### config.mk
export PLATFORM = sky130hd
export DESIGN_NAME = usb_irq_gate
export DESIGN_NICKNAME = d
export VERILOG_FILES = /design/src/rtl/usb_irq_pkg.sv /design/src/rtl/irq_rst_sync.sv /design/src/rtl/irq_cmd_decode.sv /design/src/rtl/irq_status_bank.sv /design/src/rtl/irq_enable_bank.sv /design/src/rtl/irq_out_stage.sv /design/src/rtl/usb_irq_gate.sv
export SDC_FILE = /design/constraint.sdc
export NUM_CORES = 1
export LEC_CHECK = 0
export BUFFER_PORTS_ARGS = -buffer_cell sky130_fd_sc_hd__buf_2
export CORE_MARGIN = 2
export CORE_UTILIZATION = 45
export DETAILED_ROUTE_END_ITERATION = 10
export PLACE_DENSITY = 0.86
export SYNTH_ARGS = -nofsm -noshare
export SYNTH_HDL_FRONTEND = slang
export SYNTH_HIERARCHICAL = 1
export SYNTH_SLANG_ARGS = --single-unit
export TNS_END_PERCENT = 1
### constraint.sdc
create_clock -name clk -period 4.4 [get_ports clk]
set_input_delay 0.66 -clock clk [delete_from_list [all_inputs] [get_ports clk]]
set_output_delay 0.66 -clock clk [all_outputs]
set_load 0.05 [all_outputs]
### src/rtl/usb_irq_pkg.sv
package usb_irq_pkg;

  localparam int unsigned CMD_W  = 8;
  localparam int unsigned ADDR_W = CMD_W - 1;

  // register addresses (bit 7 of the command code selects write)
  localparam logic [ADDR_W-1:0] ADDR_STATUS  = 7'h03;
  localparam logic [ADDR_W-1:0] ADDR_ENABLE  = 7'h04;
  localparam logic [ADDR_W-1:0] ADDR_DISABLE = 7'h05;

  typedef enum logic [1:0] {
    RSEL_NONE   = 2'd0,
    RSEL_STATUS = 2'd1,
    RSEL_ENABLE = 2'd2
  } rsel_e;

  typedef struct packed {
    logic wr_status;
    logic wr_enable;
    logic wr_disable;
  } wstrb_t;

endpackage

### src/rtl/irq_rst_sync.sv
module irq_rst_sync #(
  parameter int unsigned STAGES = 2
) (
  input  logic clk,
  input  logic rst_n,
  output logic rst_sync_n
);

  logic [STAGES-1:0] sync_q;
  logic [STAGES-1:0] sync_d;

  always_comb begin
    sync_d = {sync_q[STAGES-2:0], 1'b1};
  end

  always_ff @(posedge clk or negedge rst_n) begin
    if (!rst_n) begin
      sync_q <= '0;
    end else begin
      sync_q <= sync_d;
    end
  end

  assign rst_sync_n = sync_q[STAGES-1];

endmodule

### src/rtl/irq_cmd_decode.sv
module irq_cmd_decode
  import usb_irq_pkg::*;
(
  input  logic             cmd_valid,
  input  logic [CMD_W-1:0] cmd_code,
  output wstrb_t           wstrb,
  output rsel_e            rsel
);

  localparam int unsigned WR_BIT = CMD_W - 1;

  logic              is_wr;
  logic [ADDR_W-1:0] addr;

  assign is_wr = cmd_code[WR_BIT];
  assign addr  = cmd_code[ADDR_W-1:0];

  always_comb begin
    wstrb = '0;
    rsel  = RSEL_NONE;
    if (cmd_valid) begin
      if (is_wr) begin
        wstrb.wr_status  = (addr == ADDR_STATUS);
        wstrb.wr_enable  = (addr == ADDR_ENABLE);
        wstrb.wr_disable = (addr == ADDR_DISABLE);
      end else begin
        unique case (addr)
          ADDR_STATUS:  rsel = RSEL_STATUS;
          ADDR_ENABLE,
          ADDR_DISABLE: rsel = RSEL_ENABLE;
          default:      rsel = RSEL_NONE;
        endcase
      end
    end
  end

endmodule

### src/rtl/irq_status_bank.sv
module irq_status_bank #(
  parameter int unsigned      DATA_W   = 32,
  parameter logic [DATA_W-1:0] EVT_MASK = 32'h0000_007D
) (
  input  logic              clk,
  input  logic              rst_n,
  input  logic              clr_wr,
  input  logic [DATA_W-1:0] wdata,
  input  logic [DATA_W-1:0] ev_pulse,
  output logic [DATA_W-1:0] stat_q
);

  for (genvar b = 0; b < DATA_W; b++) begin : g_bit
    if (EVT_MASK[b]) begin : g_live
      logic bit_q;
      logic bit_d;
      logic bit_ce;
      logic clr_hit;

      // an event in the same cycle as a clear keeps the bit set
      always_comb begin
        clr_hit = clr_wr & wdata[b];
        bit_ce  = ev_pulse[b] | clr_hit;
        bit_d   = ev_pulse[b] | (bit_q & ~clr_hit);
      end

      always_ff @(posedge clk or negedge rst_n) begin
        if (!rst_n) begin
          bit_q <= 1'b0;
        end else if (bit_ce) begin
          bit_q <= bit_d;
        end
      end

      assign stat_q[b] = bit_q;
    end else begin : g_rsvd
      assign stat_q[b] = 1'b0;
    end
  end

endmodule

### src/rtl/irq_enable_bank.sv
module irq_enable_bank #(
  parameter int unsigned       DATA_W  = 32,
  parameter logic [DATA_W-1:0] EN_MASK = 32'h8000_007D
) (
  input  logic              clk,
  input  logic              rst_n,
  input  logic              set_wr,
  input  logic              clr_wr,
  input  logic [DATA_W-1:0] wdata,
  output logic [DATA_W-1:0] en_q
);

  logic [DATA_W-1:0] en_d;
  logic [DATA_W-1:0] hit;
  logic              en_ce;

  always_comb begin
    hit   = wdata & EN_MASK;
    en_ce = set_wr | clr_wr;
    en_d  = en_q;
    if (set_wr) begin
      en_d = en_d | hit;
    end
    if (clr_wr) begin
      en_d = en_d & ~hit;
    end
  end

  always_ff @(posedge clk or negedge rst_n) begin
    if (!rst_n) begin
      en_q <= '0;
    end else if (en_ce) begin
      en_q <= en_d;
    end
  end

endmodule

### src/rtl/irq_out_stage.sv
module irq_out_stage #(
  parameter int unsigned       DATA_W   = 32,
  parameter int unsigned       MIE_BIT  = 31,
  parameter logic [DATA_W-1:0] EVT_MASK = 32'h0000_007D
) (
  input  logic              clk,
  input  logic              rst_n,
  input  logic [DATA_W-1:0] stat_q,
  input  logic [DATA_W-1:0] en_q,
  output logic              irq_o
);

  logic irq_q;
  logic irq_d;
  logic irq_ce;

  always_comb begin
    irq_d  = en_q[MIE_BIT] & (|(stat_q & en_q & EVT_MASK));
    irq_ce = irq_d ^ irq_q;
  end

  always_ff @(posedge clk or negedge rst_n) begin
    if (!rst_n) begin
      irq_q <= 1'b0;
    end else if (irq_ce) begin
      irq_q <= irq_d;
    end
  end

  assign irq_o = irq_q;

endmodule

### src/rtl/usb_irq_gate.sv
module usb_irq_gate
  import usb_irq_pkg::*;
#(
  parameter int unsigned       DATA_W    = 32,
  parameter int unsigned       MIE_BIT   = 31,
  parameter logic [DATA_W-1:0] EVT_MASK  = 32'h0000_007D,
  parameter int unsigned       RST_STAGE = 2
) (
  input  logic              clk,
  input  logic              rst_n,
  input  logic              cmd_valid,
  input  logic [CMD_W-1:0]  cmd_code,
  input  logic [DATA_W-1:0] wdata,
  output logic [DATA_W-1:0] rdata,
  input  logic [DATA_W-1:0] ev_pulse,
  output logic              irq_o
);

  localparam logic [DATA_W-1:0] MIE_MASK = DATA_W'(1) << MIE_BIT;
  localparam logic [DATA_W-1:0] EN_MASK  = EVT_MASK | MIE_MASK;

  logic              rst_sync_n;
  wstrb_t            wstrb;
  rsel_e             rsel;
  logic [DATA_W-1:0] stat_q;
  logic [DATA_W-1:0] en_q;

  irq_rst_sync #(.STAGES(RST_STAGE)) u_rst (
    .clk        (clk),
    .rst_n      (rst_n),
    .rst_sync_n (rst_sync_n)
  );

  irq_cmd_decode u_dec (
    .cmd_valid (cmd_valid),
    .cmd_code  (cmd_code),
    .wstrb     (wstrb),
    .rsel      (rsel)
  );

  irq_status_bank #(.DATA_W(DATA_W), .EVT_MASK(EVT_MASK)) u_stat (
    .clk      (clk),
    .rst_n    (rst_sync_n),
    .clr_wr   (wstrb.wr_status),
    .wdata    (wdata),
    .ev_pulse (ev_pulse),
    .stat_q   (stat_q)
  );

  irq_enable_bank #(.DATA_W(DATA_W), .EN_MASK(EN_MASK)) u_en (
    .clk    (clk),
    .rst_n  (rst_sync_n),
    .set_wr (wstrb.wr_enable),
    .clr_wr (wstrb.wr_disable),
    .wdata  (wdata),
    .en_q   (en_q)
  );

  irq_out_stage #(.DATA_W(DATA_W), .MIE_BIT(MIE_BIT), .EVT_MASK(EVT_MASK)) u_out (
    .clk    (clk),
    .rst_n  (rst_sync_n),
    .stat_q (stat_q),
    .en_q   (en_q),
    .irq_o  (irq_o)
  );

  // disable address has no storage: it reads back the enable register
  always_comb begin
    unique case (rsel)
      RSEL_STATUS: rdata = stat_q;
      RSEL_ENABLE: rdata = en_q;
      default:     rdata = '0;
    endcase
  end

endmodule

==> flow_summary.yaml, run 1 <==
job:
  cap_violations: 0
grt:
  grt_pass1_vias: 1077
  grt_max_degree: 33
  grt_usage_pct: 14.6
  antenna_found_initial: 0
  grt_overflow: 0
  grt_pass1_wl_mm: 4.60
detailed_routing:
  vias: 1192
  ant_nets: 0
  post_drt_via_cell_ratio: 4.55
  drc: 0
  drtIter0Drc: 38
  dr.pass1.iters: 4
  routed_wl_mm: 2.77
  detail_route.wl_per_cell_um: 10.6
logic_synthesis:
  synthFlopType: "dfrtp_1"
  yosysSeqAreaShare_pct: 25.5
  synth.largest_area_cell: "buf_4"
  yosys_warnings: 6
  synth_area_per_cell_um2: 8.02
  synth_edf_count: 0
  synth_commonest_cells: "57 x buf_4, 32 x a22oi_1, 32 x nor2_1"
  synth_cells: 196
  yosysUniqueCellTypes: 21
  ys_seq_elements: 16
  syn_area_mm2: 0.00157
  yosysTopAreaCellShare_pct: 27.2
  synth.most_common_cell: "buf_4"
  ys_top_cells_by_area: "buf_4 27%, dfrtp_1 25%, a22oi_1 15%"
  async_reset_ff_share_pct: 100
floorplanning:
  ioPinCount: 108
  die_w_um: 63.1
  coreArea_mm2: 0.00334
  dieHeight_um: 63.1
  rows: 21
  die_area_mm2: 0.00398
  start_util_pct: 47.1
setup_path:
  critPathMostFrequentCell: "buf_2"
  path_cells: "buf_2 > or4_4 > nor3_1 > ha_1 > a22oi_1 > nor2_1 > buf_2"
  cp_max_fo: 32
  path_depth: 7
  worst-r2r-setup-slack_ns: 3.57
  critPathTopFamily: "simple AND/OR/NAND/NOR gates"
  cp.arrival_ns: 3.15
  slowest_stage: "ha_1"
  worst-path-buf-inv: 2
  regToRegEndpoint: "u_out/irq_o"
  criticalPathCategory: "input port to primary output"
  max_stage_delay_ns: 0.96
  r2r-start: "u_stat/g_bit[5].g_live.bit_q"
  crit_end: "rdata[4]"
  setup.worst_path.start_class: "input port"
  ff2ff_path_depth: 2
  end_kind: "primary output"
  critPathLaunch: "cmd_code[5]"
  required_ns: 3.74
power_and_ir_drop:
  leakage_nw: 0.618
  power_density_mw_per_mm2: 189
  irDropWorstVdd_mv: 0.125
clock_tree:
  postCtsSetupBuffers: 0
  cts_resized: 0
  htreeDepth: 1
  clkTransAtPathRegs_ns: 0.09
  clock-sinks: 16
  cts_buffers: 3
  tritoncts: "yes"
  cts_root_buf: "clkbuf_4"
  clk_path_buf_depth: 2
  clock_latency_ns: 0.30
  cts_hold_buf: 0
timing:
  tightest_slew_ns: 1.26
  maxSlewViolCount: 0
  timing.final.crit_share_pct: 86.6
  setup_tns_ns: 0
  fmax_mhz: 262
  relSlewSlack_pct: 15.5
  fin_crit_ns: 3.81
  setup-violations-final: 0
  rsz0062_at_grt: "false"
  skew_ns: 0.00158
  hold_viol: 0
min_path:
  hp-class: "input port to async pin"
finish:
  nets: 294
  fillers: 355
  drive_above_1_share_pct: 19.0
  fin_area_mm2: 0.00151
  antennaDiodeCount: 0
  area_delta_synth_final_pct: -3.90
place:
  place_congestion: 0.696
  placed_area_mm2: 0.00147
  io_buffer_count: 31
  dp_hpwl_mm: 2.04
run_status:
  status: "finished, final reports clean"
==> cells by family (layout without fill, tap and decap cells) <==
family | after synthesis | in the layout | synth area share, %
flops | 16 | 16 | 25.5
fa+ha+maj | 2 | 2 | 1.59
compound gates | 56 | 56 | 25.4
simple gates | 48 | 48 | 13.2
other cells | 3 | 52 | 0.717
buf+inv | 71 | 42 | 33.6
==> area by class of cell <==
class                           instances  area [um2]  area share (%)
Inverter                                5        18.8            1.24
Timing Repair Buffer                   33         170            11.3
Clock buffer                            4        36.3            2.40
Multi-Input combinational cell        158         827            54.8
Sequential cell                        16         400            26.5
Tap cell                               46        57.6            3.81
==> sequential cells by signal, indices dropped and copies added, names as in the netlist <==
register,cells
u_en/en_q,7
u_out/irq_o,1
u_rst/sync_q,2
u_stat/g_bit.g_live.bit_q,6
==> per-stage QoR <==
stage	setup slack, ns	power, mW	hold slack (ns)	cells	utilization, %
2_1_floorplan	1.03	0.205	0.174	245	-
3_3_place_gp	0.597	0.187	0.239	258	44.2
3_5_place_dp	0.575	0.188	0.242	258	44.2
4_1_cts	0.556	0.287	0.119	262	45.3
5_1_grt	0.341	0.302	0.115	262	45.3
6_report	0.589	0.286	0.127	262	45.3
==> worst min path at each step <==
| stage | from | to | slack [ns] | cells past startpoint |
|---|---|---|---|---|
| floorplan | u_rst/sync_q[1] | u_en/en_q[0] | 0.17 | 0 |
| global placement | u_rst/sync_q[1] | u_stat/g_bit[3].g_live.bit_q | 0.24 | 0 |
| detailed placement | u_rst/sync_q[1] | u_stat/g_bit[2].g_live.bit_q | 0.24 | 0 |
| CTS | rst_n | u_rst/sync_q[1] | 0.12 | 1 |
| global route | rst_n | u_rst/sync_q[0] | 0.12 | 1 |
| finish | rst_n | u_rst/sync_q[0] | 0.13 | 1 |
==> power by group <==
group | switching [mW] | leakage (nW) | internal (mW)
Clock | 0.0487 | 0.0210 | 0.0505
Combinational | 0.0177 | 0.411 | 0.0124
Sequential | 0.00516 | 0.186 | 0.151
Total | 0.0715 | 0.618 | 0.214
==> per-layer routing <==
layer	part of all wire (%)	up-vias	global-route usage, %
met5	0	-	0
met4	1.7	0	6.67
met3	7.4	5	2.86
met2	48	50	26.2
met1	43	529	16.6
li1	-	608	-
==> placed cells by master, fill, tap and decap left out, types with 2 or more instances in the layout <==
cell	count
inv_1	5
conb_1	52
dfrtp_1	16
nor3_1	3
buf_4	2
clkbuf_4	3
buf_2	31
nand2_1	7
a21oi_1	14
nor4_1	2
a22oi_2	3
a21o_1	6
a22oi_1	32
ha_1	2
nor2_1	32
(Power assumes the default switching activity.)
==> run 2: changes to the inputs <==
- CORE_UTILIZATION: 45 -> 37
- PLACE_DENSITY: 0.86 -> 0.84
- SLEW_MARGIN: default -> 30
- SYNTH_HIERARCHICAL: 1 -> default
==> flow_summary.yaml, run 2 <==
grt:
  grt_usage_pct: 13.8
  grt_pass1_wl_mm: 3.44
  grt_max_degree: 15
  antenna_found_initial: 0
  grt_pass1_vias: 766
  grt_overflow: 0
clock_tree:
  htreeDepth: 1
  cts_hold_buf: 0
  postCtsSetupBuffers: 0
  tritoncts: "yes"
  clock-sinks: 16
  clock_latency_ns: 0.30
  clkTransAtPathRegs_ns: 0.10
  cts_resized: 0
  cts_root_buf: "clkbuf_4"
  cts_buffers: 3
  clk_path_buf_depth: 2
floorplanning:
  die_area_mm2: 0.00322
  die_w_um: 56.8
  start_util_pct: 38.0
  ioPinCount: 108
  rows: 19
  coreArea_mm2: 0.00271
  dieHeight_um: 56.8
detailed_routing:
  dr.pass1.iters: 4
  detail_route.wl_per_cell_um: 12.3
  drtIter0Drc: 10
  drc: 0
  ant_nets: 0
  post_drt_via_cell_ratio: 4.94
  routed_wl_mm: 2.05
  vias: 825
logic_synthesis:
  async_reset_ff_share_pct: 100
  yosysUniqueCellTypes: 19
  yosys.area_share.simple_pct: 16.9
  synth_compound_area_share_pct: 13.0
  synth_area_per_cell_um2: 9.91
  ys_top_cells_by_area: "dfrtp_1 39%, buf_4 19%, a22oi_1 6.6%"
  synth_commonest_cells: "26 x buf_4, 16 x dfrtp_1, 9 x a22oi_1"
  synth_mux_area_share_pct: 5.83
  yosysTopAreaCellShare_pct: 38.8
  ys_seq_elements: 16
  synth.largest_area_cell: "dfrtp_1"
  synth_xor_area_share_pct: 0
  synthFlopType: "dfrtp_1"
  synth_top_family_by_area: "buffers and inverters"
  yosys_warnings: 0
  synthAdderAreaFrac_pct: 2.43
  yosysSeqAreaShare_pct: 38.8
  synth.most_common_cell: "buf_4"
  synth_edf_count: 0
  syn_area_mm2: 0.00103
  synth_cells: 104
job:
  cap_violations: 0
timing:
  layout_setup_ws_ns: 1.34
  rsz0062_at_grt: "false"
  setup-violations-final: 0
  maxSlewViolCount: 0
  setup_tns_ns: 0
  relSlewSlack_pct: 61.4
  fin_hold_ws_ns: 0.124
  fmax_mhz: 327
  timing.final.crit_share_pct: 69.5
  skew_ns: 0.00112
  fin_crit_ns: 3.06
  hold_viol: 0
  tightest_slew_ns: 0.579
place:
  place_congestion: 0.753
  io_buffer_count: 31
  dp_hpwl_mm: 1.59
  placed_area_mm2: 0.00111
  pre_cts_slack_ns: 1.35
finish:
  antennaDiodeCount: 0
  drive_above_1_share_pct: 27.2
  area_delta_synth_final_pct: 11.7
  nets: 214
  multi_input_area_um2: 490
  fin_area_mm2: 0.00115
  layout_common_cells: "31 x buf_2, 26 x conb_1, 16 x dfrtp_1, 9 x a22oi_1, 8 x inv_1"
  final_common_cell: "buf_2"
  fillers: 277
  seq_area_um2: 400
setup_path:
  required_ns: 3.74
  ff2ff_path_depth: 2
  end_kind: "primary output"
  criticalPathCategory: "input port to primary output"
  regToRegEndpoint: "u_out.irq_o"
  setup.worst_path.start_class: "input port"
  worst-r2r-setup-slack_ns: 3.54
  cp.arrival_ns: 2.40
  cp_max_fo: 9
  r2r-start: "u_stat.g_bit[6].g_live.bit_q"
power_and_ir_drop:
  irDropWorstVdd_mv: 0.249
  combPwrFrac_pct: 22.2
  netSwitchingPower_uw: 117
  internal_power_uw: 215
  sw_frac_of_total_pct: 35.3
  power.share.clock_pct: 30.5
  sequentialPowerShare_pct: 47.3
  leakage_nw: 0.593
  power_density_mw_per_mm2: 288
min_path:
  hp-class: "input port to async pin"
run_status:
  status: "finished, final reports clean"
[run 2: cell count changes after synthesis, sizes merged, moves of 3 or more]
cell	previous run	this run
nor4b	0	3
nand3	0	7
mux2i	0	6
a21oi	14	0
nor2	32	6
nand4	0	6
buf	65	27
inv	5	8
nand2	7	1
nor3	3	0
a22oi	35	9
[run 2: area by class of cell]
| cell class | count | share of cell area [%] |
|---|---|---|
| inverters | 8 | 2.61 |
| multi-input cells | 77 | 42.6 |
| clock buffers | 4 | 3.15 |
| flip-flops and latches | 16 | 34.8 |
| well taps | 31 | 3.37 |
| repair buffers | 31 | 13.5 |
[run 2: routing by layer]
metal	part of all wire [%]	GRT usage, %
met1	41	17.1
met2	48	22.8
met3	9.0	3.92
met4	1.3	4.98
met5	0	0
[run 2: how the worst max path moves through the flow]
stage,from,to,slack [ns]
floorplan,cmd_code[1],rdata[0],1.39
global placement,cmd_code[4],rdata[2],1.40
detailed placement,cmd_code[4],rdata[2],1.35
CTS,cmd_code[4],rdata[2],1.35
global route,cmd_code[4],rdata[0],1.20
finish,cmd_code[4],rdata[2],1.34
[run 2: per-stage QoR]
stage | power (mW) | std cells | utilization [%]
after floorplan | 0.234 | 128 | -
after global placement | 0.233 | 163 | 41.1
after detailed placement | 0.233 | 163 | 41.1
after CTS | 0.332 | 167 | 42.5
after global routing | 0.346 | 167 | 42.5
final | 0.332 | 167 | 42.5
[run 2: power by group through the flow]
stage | Sequential [mW] | Clock, mW | Combinational (mW)
after floorplan | 0.160 | 0 | 0.0738
after global placement | 0.160 | 0 | 0.0727
after detailed placement | 0.160 | 0 | 0.0732
after CTS | 0.157 | 0.101 | 0.0733
after global routing | 0.158 | 0.110 | 0.0775
final | 0.157 | 0.101 | 0.0737
[run 2: cells by family (layout without fill, tap and decap cells)]
family / Yosys count / after routing
mux: 6 / 6
simple gates: 25 / 25
compound gates: 18 / 18
buf+inv: 35 / 43
fa+ha+maj: 2 / 2
flops: 16 / 16
other cells: 2 / 26
[run 2: critical path, cell delays in order]
cell and delay [ns]:
buf_2 0.13, nor4b_4 0.54, nand2_1 0.17, inv_1 0.09, ha_1 0.28, a22oi_1 0.13, nor2_1 0.12, buf_2 0.28
==> run 3: changes to the inputs <==
- ABC_AREA: default -> 1
- CORE_UTILIZATION: 37 -> 33
- PLACE_DENSITY: 0.84 -> 0.76
- clock period: 4.4 -> 2.7 ns (I/O delays scaled with it)
==> flow_summary.yaml, run 3 <==
clock_tree:
  htreeDepth: 1
  cts_resized: 0
  cts_root_buf: "clkbuf_4"
  clock_latency_ns: 0.28
  tritoncts: "yes"
  cts_buffers: 3
  clk_path_buf_depth: 2
  clkTransAtPathRegs_ns: 0.09
  cts_hold_buf: 1
  clock-sinks: 16
  postCtsSetupBuffers: 0
place:
  io_buffer_count: 31
  place_congestion: 0.771
  pre_cts_slack_ns: 0.309
  dp_hpwl_mm: 1.69
setup_path:
  path_cells: "buf_2 > nor2_2 > nand2_4 > nor2_8 > inv_2 > a21oi_4 > ha_1 > nand2_1 > a21oi_1 > buf_2"
  ff2ff_path_depth: 4
  slowest_stage: "ha_1"
  required_ns: 2.30
  end_kind: "primary output"
  criticalPathCategory: "input port to primary output"
  cp.arrival_ns: 1.96
  cp_max_fo: 8
  max_stage_delay_ns: 0.31
  r2r-start: "u_stat.g_bit[6].g_live.bit_q"
  setup.worst_path.start_class: "input port"
  critPathMostFrequentCell: "buf_2"
  regToRegEndpoint: "u_out.irq_o"
  worst-r2r-setup-slack_ns: 1.88
logic_synthesis:
  yosys_warnings: 0
  ys_seq_elements: 16
  yosysSeqAreaShare_pct: 34.2
  synthFlopType: "dfrtp_1"
  synth_commonest_cells: "39 x nand2_1, 28 x inv_1, 26 x buf_4"
  synth.largest_area_cell: "dfrtp_1"
  synth_edf_count: 0
  synth_area_per_cell_um2: 7.09
  yosysTopAreaCellShare_pct: 34.2
  synth.most_common_cell: "nand2_1"
  syn_area_mm2: 0.00117
  ys_top_cells_by_area: "dfrtp_1 34%, buf_4 17%, nand2_1 13%"
  synth_cells: 165
  async_reset_ff_share_pct: 100
  yosysUniqueCellTypes: 19
floorplanning:
  rows: 21
  die_area_mm2: 0.00404
  die_w_um: 63.5
  ioPinCount: 108
  start_util_pct: 34.8
  coreArea_mm2: 0.00336
  dieHeight_um: 63.5
timing:
  setup-violations-final: 0
  skew_ns: 0.00374
  layout_setup_ws_ns: 0.339
  hold_viol: 0
  setup_tns_ns: 0
  maxSlewViolCount: 0
  relSlewSlack_pct: 61.8
  fmax_mhz: 424
  rsz0062_at_grt: "false"
  timing.final.crit_share_pct: 87.4
  tightest_slew_ns: 0.573
  fin_crit_ns: 2.36
finish:
  drive_above_1_share_pct: 23.1
  seq_area_um2: 400
  fillers: 386
  final_common_cell: "nand2_1"
  antennaDiodeCount: 0
  multi_input_area_um2: 548
  area_delta_synth_final_pct: 13.2
  nets: 277
  layout_common_cells: "39 x nand2_1, 31 x buf_2, 28 x inv_1, 26 x conb_1, 16 x dfrtp_1"
job:
  cap_violations: 0
power_and_ir_drop:
  irDropWorstVdd_mv: 0.278
  power_density_mw_per_mm2: 408
  leakage_nw: 0.775
detailed_routing:
  dr.pass1.iters: 4
  detail_route.wl_per_cell_um: 8.82
  vias: 983
  drc: 0
  ant_nets: 0
  routed_wl_mm: 2.16
  drtIter0Drc: 36
  post_drt_via_cell_ratio: 4.01
grt:
  grt_max_degree: 15
  grt_pass1_vias: 824
  grt_pass1_wl_mm: 3.62
  grt_overflow: 0
  antenna_found_initial: 0
  grt_usage_pct: 11.2
min_path:
  hp-class: "flop to async pin"
run_status:
  status: "finished, final reports clean"
run 3: cell types whose count changed after synthesis, moves of 7 or more:
cell	delta
nand2_1	+38
a21oi_1	+13
a22oi_1	-9
inv_1	+20
nand3_1	+7
run 3: metrics by stage:
stage | hold slack [ns] | util, % | instances | area [um2] | power [mW]
6_report | 0.237 | 39.4 | 245 | 1320 | 0.540
5_1_grt | 0.288 | 39.4 | 245 | 1320 | 0.567
4_1_cts | 0.264 | 39.4 | 245 | 1320 | 0.547
3_3_place_gp | 0.191 | 38.0 | 240 | 1280 | 0.386
2_1_floorplan | 0.109 | - | 189 | 1260 | 0.390
3_5_place_dp | 0.195 | 38.0 | 240 | 1280 | 0.388
run 3: worst max path at each step:
stage	from	end	slack (ns)	depth (start not counted)
floorplan	cmd_code[5]	rdata[6]	0.24	8
global route	cmd_code[5]	rdata[2]	0.12	10
detailed placement	cmd_code[5]	rdata[6]	0.31	10
finish	cmd_code[5]	rdata[0]	0.34	10
CTS	cmd_code[5]	rdata[6]	0.30	10
global placement	cmd_code[5]	rdata[6]	0.32	10
run 3: metal layers:
metal	share of wire [%]	track usage, %	routed length, um
met2	49	19.5	1050
met4	0	0.815	0
met3	6.6	3.57	143
met5	0	0	0
met1	45	14.0	964
run 3: area by class of cell:
type	instances	share of cell area (%)
inverter	31	8.79
sequential	16	30.2
clock buffer	4	2.74
timing repair buffer	32	12.5
multi-input combinational	116	41.4
tap	46	4.35
run 3: critical path, delay by kind of cell:
kind	cells	cell delay, ns
AO/OA/AOI/OAI	2	0.28
adder cells (fa/ha/maj)	1	0.31
buffers and inverters	3	0.46
AND/OR/NAND/NOR	4	0.49
run 3: kinds of logic after synthesis:
family / count (synthesis) / synth area share (%)
AND/OR/NAND/NOR: 73 / 28.9
buffers and inverters: 57 / 26.6
flip-flops: 16 / 34.2
AO/OA/AOI/OAI: 15 / 7.49
adder cells (fa/ha/maj): 2 / 2.14
other: 2 / 0.642
run 3: report_power, final:
| group | internal [mW] | total, mW | switching (mW) | leakage [nW] |
|---|---|---|---|---|
| logic | 0.0225 | 0.129 | 0.107 | 0.606 |
| clock network | 0.0820 | 0.156 | 0.0742 | 0.0210 |
| registers | 0.247 | 0.254 | 0.00766 | 0.148 |
